**src/rtl/zoom_pkg.sv**
```systemverilog
package zoom_pkg;
    localparam int H_INT_W  = 3;
    localparam int H_FRAC_W = 8;
    localparam int V_INT_W  = 3;
    localparam int V_FRAC_W = 12;
    localparam int PIX_W    = 8;

    typedef enum logic {
        ACC_IDLE = 1'b0,
        ACC_RUN  = 1'b1
    } acc_state_t;
endpackage

```
**src/rtl/zoom_phase_acc.sv**
```systemverilog
module zoom_phase_acc
    import zoom_pkg::*;
#(
    parameter int INT_W  = 3,
    parameter int FRAC_W = 8
) (
    input  logic                    clk,
    input  logic                    rst_n,
    input  logic                    start_i,
    input  logic                    req_i,
    input  logic [INT_W+FRAC_W-1:0] ratio_i,
    input  logic [FRAC_W-1:0]       init_i,
    output logic                    take_o,
    output logic [FRAC_W-1:0]       cur_phase_o,
    output logic                    valid_o,
    output logic                    adv_o,
    output logic [FRAC_W-1:0]       phase_o
);
    localparam int RW = INT_W + FRAC_W;
    localparam logic [RW-1:0] ONE = {{(RW-1){1'b0}}, 1'b1} << FRAC_W;

    acc_state_t          state_q, state_d;
    logic [FRAC_W-1:0]   acc_q;
    logic [FRAC_W:0]     step;
    logic [FRAC_W:0]     sum;
    logic                take;

    // step clamp: anything above unity behaves as unity
    always_comb begin
        if (ratio_i > ONE) step = ONE[FRAC_W:0];
        else               step = ratio_i[FRAC_W:0];
        sum  = {1'b0, acc_q} + step;
        take = req_i && !start_i && (state_q == ACC_RUN);
    end

    // next state
    always_comb begin
        state_d = state_q;
        unique case (state_q)
            ACC_IDLE: if (start_i) state_d = ACC_RUN;
            ACC_RUN:  state_d = ACC_RUN;
            default:  state_d = ACC_IDLE;
        endcase
    end

    // state register
    always_ff @(posedge clk or negedge rst_n) begin
        if (!rst_n) state_q <= ACC_IDLE;
        else        state_q <= state_d;
    end

    // accumulator and outputs
    always_ff @(posedge clk or negedge rst_n) begin
        if (!rst_n) begin
            acc_q   <= '0;
            valid_o <= 1'b0;
            adv_o   <= 1'b0;
            phase_o <= '0;
        end else begin
            if (start_i)   acc_q <= init_i;
            else if (take) acc_q <= sum[FRAC_W-1:0];
            valid_o <= take;
            adv_o   <= take && sum[FRAC_W];
            if (take) phase_o <= acc_q;
        end
    end

    assign take_o      = take;
    assign cur_phase_o = acc_q;

    // advance only accompanies a result
    assert_adv_with_valid_R3: assert property (@(posedge clk) disable iff (!rst_n)
        adv_o |-> valid_o);
    // a result follows a request by one cycle
    assert_one_cycle_R10: assert property (@(posedge clk) disable iff (!rst_n)
        valid_o |-> $past(req_i));
    // nothing comes out of the idle state
    assert_idle_silent_R7: assert property (@(posedge clk) disable iff (!rst_n)
        (state_q == ACC_IDLE) |=> !valid_o);
    // a reload drops a simultaneous request
    assert_start_drops_R8: assert property (@(posedge clk) disable iff (!rst_n)
        start_i |=> !valid_o);
    // phase holds between results
    assert_phase_hold_R10: assert property (@(posedge clk) disable iff (!rst_n)
        !valid_o |-> $stable(phase_o));
endmodule

```
**src/rtl/zoom_lerp.sv**
```systemverilog
module zoom_lerp #(
    parameter int W  = 8,
    parameter int FW = 8
) (
    input  logic          clk,
    input  logic          rst_n,
    input  logic          en_i,
    input  logic [FW-1:0] frac_i,
    input  logic [W-1:0]  p0_i,
    input  logic [W-1:0]  p1_i,
    output logic [W-1:0]  out_o
);
    localparam int SW = W + FW;
    localparam logic [SW-1:0] HALF = {{(SW-1){1'b0}}, 1'b1} << (FW - 1);

    logic [FW:0]   w0;
    logic [SW-1:0] blend;

    always_comb begin
        w0    = {1'b1, {FW{1'b0}}} - {1'b0, frac_i};
        blend = SW'(w0) * SW'(p0_i) + SW'(frac_i) * SW'(p1_i) + HALF;
    end

    always_ff @(posedge clk or negedge rst_n) begin
        if (!rst_n)    out_o <= '0;
        else if (en_i) out_o <= W'(blend >> FW);
    end

    // zero phase passes the left pixel through unchanged
    assert_bypass_R6: assert property (@(posedge clk) disable iff (!rst_n)
        ($past(en_i) && ($past(frac_i) == '0)) |-> (out_o == $past(p0_i)));
    // the result lies between the two neighbours
    assert_bounded_R9: assert property (@(posedge clk) disable iff (!rst_n)
        $past(en_i) |-> ((out_o >= (($past(p0_i) < $past(p1_i)) ? $past(p0_i) : $past(p1_i))) &&
                         (out_o <= (($past(p0_i) > $past(p1_i)) ? $past(p0_i) : $past(p1_i)))));
endmodule

```
**src/rtl/zoom_phase_gen.sv**
```systemverilog
module zoom_phase_gen
    import zoom_pkg::*;
(
    input  logic                          clk,
    input  logic                          rst_n,
    input  logic                          line_start,
    input  logic                          pix_req,
    input  logic [H_INT_W+H_FRAC_W-1:0]   h_ratio,
    input  logic [H_FRAC_W-1:0]           h_init,
    input  logic [PIX_W-1:0]              pix_a,
    input  logic [PIX_W-1:0]              pix_b,
    input  logic                          frame_start,
    input  logic                          line_req,
    input  logic [V_INT_W+V_FRAC_W-1:0]   v_ratio,
    input  logic [V_FRAC_W-1:0]           v_init,
    output logic                          h_valid,
    output logic                          h_adv,
    output logic [H_FRAC_W-1:0]           h_phase,
    output logic [PIX_W-1:0]              pix_out,
    output logic                          v_valid,
    output logic                          v_adv,
    output logic [V_FRAC_W-1:0]           v_phase
);
    logic                h_take;
    logic [H_FRAC_W-1:0] h_cur;
    logic                v_take;
    logic [V_FRAC_W-1:0] v_cur;

    zoom_phase_acc #(.INT_W(H_INT_W), .FRAC_W(H_FRAC_W)) u_hacc (
        .clk(clk), .rst_n(rst_n), .start_i(line_start), .req_i(pix_req),
        .ratio_i(h_ratio), .init_i(h_init), .take_o(h_take), .cur_phase_o(h_cur),
        .valid_o(h_valid), .adv_o(h_adv), .phase_o(h_phase));

    zoom_phase_acc #(.INT_W(V_INT_W), .FRAC_W(V_FRAC_W)) u_vacc (
        .clk(clk), .rst_n(rst_n), .start_i(frame_start), .req_i(line_req),
        .ratio_i(v_ratio), .init_i(v_init), .take_o(v_take), .cur_phase_o(v_cur),
        .valid_o(v_valid), .adv_o(v_adv), .phase_o(v_phase));

    zoom_lerp #(.W(PIX_W), .FW(H_FRAC_W)) u_lerp (
        .clk(clk), .rst_n(rst_n), .en_i(h_take), .frac_i(h_cur),
        .p0_i(pix_a), .p1_i(pix_b), .out_o(pix_out));

    // vertical activity alone leaves the horizontal side idle
    assert_indep_R4: assert property (@(posedge clk) disable iff (!rst_n)
        (!pix_req && line_req) |=> !h_valid);
    // the pixel result tracks the horizontal phase
    assert_pix_tracks_R9: assert property (@(posedge clk) disable iff (!rst_n)
        !h_valid |-> $stable(pix_out));
endmodule

```
**config.mk**
```make
export PLATFORM = sky130hd
export DESIGN_NAME = zoom_phase_gen
export DESIGN_NICKNAME = d
export VERILOG_FILES = /design/src/rtl/zoom_pkg.sv /design/src/rtl/zoom_phase_acc.sv /design/src/rtl/zoom_lerp.sv /design/src/rtl/zoom_phase_gen.sv
export SDC_FILE = /design/constraint.sdc
export NUM_CORES = 1
export LEC_CHECK = 0
export ABC_AREA = 1
export BUFFER_PORTS_ARGS = -buffer_cell sky130_fd_sc_hd__buf_2
export CORE_ASPECT_RATIO = 1.1
export CORE_MARGIN = 2
export CORE_UTILIZATION = 35
export DETAILED_ROUTE_END_ITERATION = 8
export PLACE_DENSITY_LB_ADDON = 0.25
export SYNTH_ARGS = -nofsm -noshare
export SYNTH_HDL_FRONTEND = slang
export SYNTH_HIERARCHICAL = 1
export SYNTH_SLANG_ARGS = --single-unit
```
**constraint.sdc**
```tcl
create_clock -name clk -period 11.6 [get_ports clk]
set_input_delay 1.16 -clock clk [delete_from_list [all_inputs] [get_ports clk]]
set_output_delay 1.16 -clock clk [all_outputs]
set_load 0.05 [all_outputs]
```
# Word-level counts from Yosys, hierarchy flattened
# Cells that the tools add are included.
# totals
out_inout_bits,32
inputBits,68
register_bits,54
word_cells,42
# classes
n_reduce_logical,10
bitwise,2
n_mux,10
multipliers,2
addsub,5
order_cmp,2
# op_table
op,count
two-way mux 12 bit,2
adder 16 bit,1
adder 16 x 8 -> 16 bit (second input constant),1
multiplier 8 x 8 -> 16 bit,1
multiplier 9 x 8 -> 16 bit,1
two-way mux 8 bit,2
greater-than comparator 15 x 13 -> 1 bit (second input constant),1
adder 12 x 13 -> 13 bit,1
two-way mux 13 bit,1
greater-than comparator 11 x 9 -> 1 bit (second input constant),1
adder 8 x 9 -> 9 bit,1
two-way mux 9 bit,1
subtractor 9 x 8 -> 9 bit (first input constant),1
logical AND 1 bit,6
one-hot mux 1 bit (2 select lines),2
nonzero test 2 bit,2
zero test 1 bit,2
two-way mux 1 bit,2
NOT 1 bit,2

# Logic depth before layout (Yosys ltp)
# logic_depth
depth_word,5
mapped_depth,33
mapped_depth_nobuf,31

# Cells and area by module
# The synthesis kept the hierarchy.
# modules_own_cells
mod,seq_area_each_um2,n_inst,area_each_um2,cells_per_inst
zoom_lerp,200.2,1,5367.6,734
zoom_phase_acc (u_vacc),675.6,1,1945.6,289
zoom_phase_acc (u_hacc),475.5,1,1243.7,166

# Least setup slack after synthesis
# OpenSTA, ideal clock, no wires.
# synth_path
kind,register to register
start,reg u_hacc.acc_q[0] (netlist: u_hacc/cur_phase_o[0])
end,reg u_lerp.out_o[6]
setup_ns,0.118
arrival_time_ns,5.804
stages_incl_launch_ff,29
path_slack_ns,5.678
period_less_slack_ns,5.922
required_time_ns,11.482
n_path_buf,2
path_cell_list,dfrtp_1 > buf_6 > clkbuf_1 > inv_1 > ha_1 > nand2_2 > nor2_4 > nand3b_1 > nor2_1 > inv_1 > nand2_1 > inv_1 > nand2_1 > fa_1 > fa_1 > inv_1 > fa_1 > fa_1 > fa_1 > inv_1 > fa_1 > inv_1 > ha_1 > a21oi_1 > o21ai_0 > a21oi_1 > nand3b_1 > nand3_1 > nand2_1
# synth_between
elab_chain_cells,4
elab_cells_between_ends,5
classes_between,add/sub (3); mul (2)
# synth_lines
item,line_no,rtl
from (decl),zoom_phase_acc.sv:23,logic [FRAC_W-1:0] acc_q;
from (signal assigned),zoom_phase_acc.sv:60,if (start_i) acc_q <= init_i;
from (signal assigned),zoom_phase_acc.sv:61,else if (take) acc_q <= sum[FRAC_W-1:0];
subtractor 9 x 8 -> 9 bit,zoom_lerp.sv:20,"w0 = {1'b1, {FW{1'b0}}} - {1'b0, frac_i};"
multiplier 9 x 8 -> 16 bit,zoom_lerp.sv:21,blend = SW'(w0) * SW'(p0_i) + SW'(frac_i) * SW'(p1_i) + HALF;
adder 16 bit (*),zoom_lerp.sv:21,
adder 16 x 8 -> 16 bit (*),zoom_lerp.sv:21,
to (signal assigned),zoom_lerp.sv:26,else if (en_i) out_o <= W'(blend >> FW);
to (decl),zoom_lerp.sv:11,output logic [W-1:0] out_o
# Mark *: on every way between the ends. The rest lies on a longest branch, timed or not.
# A chain may end at the register's enable or synchronous reset.

# Worst setup path in the final report
# Same ends and word-level chain as after synthesis.

==> metrics.txt <==
# TYPE chip_impl_metric gauge
chip_impl_info{name="result_of_the_run",value="finished, final reports clean"} 1
chip_impl_metric{name="synth-seq-area-share",unit=""} 0.158
chip_impl_metric{name="grt_pass1_vias",unit=""} 7511
chip_impl_info{name="r2r_end",value="u_lerp/out_o[6]"} 1
chip_impl_metric{name="highest_clock_rate",unit="MHz"} 151
chip_impl_metric{name="post_cts_resized",unit=""} 0
chip_impl_metric{name="post-route-period-util",unit=""} 0.572
chip_impl_info{name="cell_taking_the_most_area_after_synthesis",value="fa_1"} 1
chip_impl_metric{name="final_antenna_violating_net_count",unit=""} 0
chip_impl_metric{name="finalInstanceArea",unit="sq mm"} 0.00946
chip_impl_metric{name="clock_insertion_delay_worst_skew",unit="ns"} 0.32
chip_impl_metric{name="number_of_synthesized_flops_with_an_enable_pin",unit=""} 0
chip_impl_info{name="yosys_most_used_dff",value="dfrtp_1"} 1
chip_impl_metric{name="holdPathStages",unit=""} 1
chip_impl_info{name="clk_root_buffer_cell",value="clkbuf_16"} 1
chip_impl_metric{name="floorplan.io_pins",unit=""} 100
chip_impl_metric{name="h-tree-depth",unit=""} 2
chip_impl_metric{name="layout-drive-gt1-share",unit=""} 0.112
chip_impl_info{name="ys_top_cells_by_area",value="fa_1 24%, dfrtp_1 16%, nand2_1 15%"} 1
chip_impl_metric{name="clock_tree.buffer_depth",unit=""} 2
chip_impl_metric{name="grt_antenna_before_repair",unit=""} 0
chip_impl_metric{name="number_of_synthesized_register_bits",unit=""} 54
chip_impl_info{name="critical_path.startpoint_type",value="register"} 1
chip_impl_metric{name="drtPass1Iterations",unit=""} 5
chip_impl_metric{name="detail_route.iter0.violations",unit=""} 310
chip_impl_metric{name="dp_hpwl",unit="um"} 17800
chip_impl_metric{name="multi_input_area",unit="sq mm"} 0.00585
chip_impl_info{name="crit_type",value="register to register"} 1
chip_impl_info{name="min-delay-path-class",value="register to register"} 1
chip_impl_info{name="whs_endpoint",value="u_vacc/state_q"} 1
chip_impl_metric{name="dpl_cell_area",unit="sq mm"} 0.00931
chip_impl_metric{name="syn_inst",unit=""} 1189
chip_impl_metric{name="clock_sink_count",unit=""} 54
chip_impl_metric{name="routedWlPerCell",unit="um"} 13.5
chip_impl_metric{name="first_pass_grt_wire_length",unit="um"} 36700
chip_impl_info{name="worst_setup_path_end_kind",value="register"} 1
chip_impl_metric{name="core_area",unit="sq mm"} 0.0242
chip_impl_metric{name="placement.io_buffers",unit=""} 99
chip_impl_metric{name="final-seq-area",unit="sq mm"} 0.00135
chip_impl_metric{name="grt_usage",unit=""} 0.177
chip_impl_metric{name="die_w",unit="um"} 153
chip_impl_metric{name="timing.slew.headroom",unit=""} 0.479
chip_impl_metric{name="reg2regPathDepth",unit=""} 25
chip_impl_info{name="rsz0062_at_grt",value="no"} 1
chip_impl_metric{name="worst_ep_arrival_time",unit="ns"} 6.83
chip_impl_metric{name="syn-mean-instance-area",unit="sq um"} 7.20
chip_impl_metric{name="setup-violations-final",unit=""} 0
chip_impl_metric{name="routed_via_density",unit=""} 4.60
chip_impl_metric{name="cts.repair_timing.setup_buffer_count",unit=""} 0
chip_impl_metric{name="initial_utilization",unit=""} 0.353
chip_impl_metric{name="synthDistinctLibCells",unit=""} 47
chip_impl_metric{name="mappedNetlistArea",unit="sq mm"} 0.00856
chip_impl_metric{name="dieArea",unit="sq mm"} 0.0257
chip_impl_metric{name="finalClockSkew",unit="ns"} 0.0136
chip_impl_info{name="tritoncts_clock_tree",value="yes"} 1
chip_impl_metric{name="count_of_warnings_emitted_by_yosys",unit=""} 6
chip_impl_metric{name="fin_tns_setup",unit="ns"} 0
chip_impl_metric{name="worstPathRequired",unit="ns"} 11.80
chip_impl_metric{name="final_hold_violations",unit=""} 0
chip_impl_metric{name="drc_errors",unit=""} 0
chip_impl_info{name="hold_start",value="u_vacc/state_q"} 1
chip_impl_metric{name="grt_start_max_net_pins",unit=""} 55
chip_impl_metric{name="yosys.area.top_type_share",unit=""} 0.239
chip_impl_metric{name="proportion_of_register_bits_with_asynchronous_set_or_reset_after_synthesis",unit=""} 1.00
chip_impl_info{name="layout_common_cells",value="333 x nand2_1, 313 x inv_1, 102 x fa_1, 99 x buf_2, 88 x nor2_1"} 1
chip_impl_metric{name="worst-r2r-setup-slack",unit="ns"} 4.97
chip_impl_metric{name="worst_path_maximum_fanout",unit=""} 21
chip_impl_metric{name="post_cts_hold_buffer_count",unit=""} 0
chip_impl_metric{name="worst_setup_hold_path_clk_slew",unit="ns"} 0.09
chip_impl_metric{name="detailroute.via_count",unit=""} 7270
chip_impl_metric{name="gr-total-overflow",unit=""} 0
chip_impl_metric{name="final_nets",unit=""} 1526
chip_impl_metric{name="placement_rows",unit=""} 60
chip_impl_metric{name="tightest_slew",unit="ns"} 0.782
chip_impl_metric{name="synthesis_to_layout_area_growth",unit="%"} 10.6
chip_impl_metric{name="gp_congestion",unit=""} 0.859
chip_impl_metric{name="syn_nets",unit=""} 1445
chip_impl_metric{name="die_height",unit="um"} 168
chip_impl_metric{name="maxCapViolations",unit=""} 0
chip_impl_metric{name="route.final.wire_length",unit="um"} 21300
chip_impl_metric{name="diodes",unit=""} 0
chip_impl_info{name="layout_commonest_cell",value="nand2_1"} 1
chip_impl_info{name="crit-reg2reg-launch",value="u_hacc/cur_phase_o[0]"} 1
chip_impl_metric{name="fin_max_slew_vios",unit=""} 0
chip_impl_metric{name="period_minus_slack",unit="ns"} 6.63
chip_impl_metric{name="tritoncts.num_buffers",unit=""} 5
chip_impl_metric{name="fill_cells",unit=""} 2585
worst max-delay path: stages, from the launching register on:
cell and delay [ns]:
dfrtp_1 0.84, inv_1 0.10, ha_1 0.26, nand2_2 0.10, nor2_4 0.05, xor2_2 0.40
nor2_1 0.12, fa_1 0.56, inv_1 0.06, fa_1 0.49, fa_1 0.51, inv_1 0.05
fa_1 0.46, fa_1 0.54, inv_1 0.05, fa_1 0.52, inv_1 0.04, ha_1 0.35
nand2_1 0.11, nor3_1 0.28, nor3b_1 0.23, nand2_1 0.12, nand2_1 0.07, nand2_1 0.05
nand3_1 0.07, nand2_1 0.05
per-layer routing:
layer  vias up  share of wire  GRT usage
met4         0          0.011     0.0350
li1       3661              -          -
met2       157           0.50      0.316
met3        13          0.040     0.0180
met5         -              0          0
met1      3439           0.45      0.233
logic make-up (layout without fill, tap and decap cells):
logic type                 Yosys count  count (layout)  synth area share
and+or+nand+nor                    513             513             0.254
xor gates and xnor gates             8               8            0.0113
DFF                                 54              54             0.158
buffers and inverters              350             432             0.159
adders and majority gates          188             188             0.364
AOI/OAI and AO/OA                   76              76            0.0537
state kept, by name, summed over array words and instances, names as in the netlist:
register,cells
u_hacc/adv_o,1
u_hacc/cur_phase_o,8
u_hacc/phase_o,8
u_hacc/state_q,1
u_hacc/valid_o,1
u_lerp/out_o,8
u_vacc/adv_o,1
u_vacc/cur_phase_o,12
u_vacc/phase_o,12
u_vacc/state_q,1
u_vacc/valid_o,1
stage by stage:
step	hold slack (ns)	utilization	cells	setup WS (ns)
final	0.479	0.390	1581	4.97
after global placement	0.453	0.384	1573	5.04
after detailed placement	0.457	0.384	1573	5.00
after CTS	0.480	0.390	1581	4.95
after global routing	0.506	0.390	1581	4.47
after floorplan	0.437	-	1189	5.68
cell type report:
type,count,share of cell area
Tap cell,310,0.0410
Clock inverter,3,0.00291
Sequential cell,54,0.143
Multi-Input combinational cell,785,0.618
Clock buffer,5,0.0132
Inverter,324,0.129
Timing Repair Buffer,100,0.0532
how the worst max path moves through the flow:
| stage | cells after the start | endpoint | start |
|---|---|---|---|
| 4_1_cts | 25 | u_lerp/out_o[6] | u_hacc/cur_phase_o[0] |
| 3_5_place_dp | 25 | u_lerp/out_o[6] | u_hacc/cur_phase_o[0] |
| 2_1_floorplan | 28 | u_lerp/out_o[6] | u_hacc/cur_phase_o[0] |
| 3_3_place_gp | 25 | u_lerp/out_o[6] | u_hacc/cur_phase_o[0] |
| 5_1_grt | 25 | u_lerp/out_o[6] | u_hacc/cur_phase_o[0] |
| 6_report | 25 | u_lerp/out_o[6] | u_hacc/cur_phase_o[0] |
synthesized netlist by cell type, types with 8 or more instances:
library cell / number
nand2_1: 333
inv_1: 313
fa_1: 102
nor2_1: 88
ha_1: 86
dfrtp_1: 54
nand3_1: 40
a21oi_1: 21
o21ai_0: 16
nand4_1: 12
clkbuf_1: 11
and2_1: 10
buf_2: 10
o21ai_1: 9
inv_2: 8
Power is not shown: default switching activity piles up to over one toggle a cycle in this logic, so the estimate is an artifact.
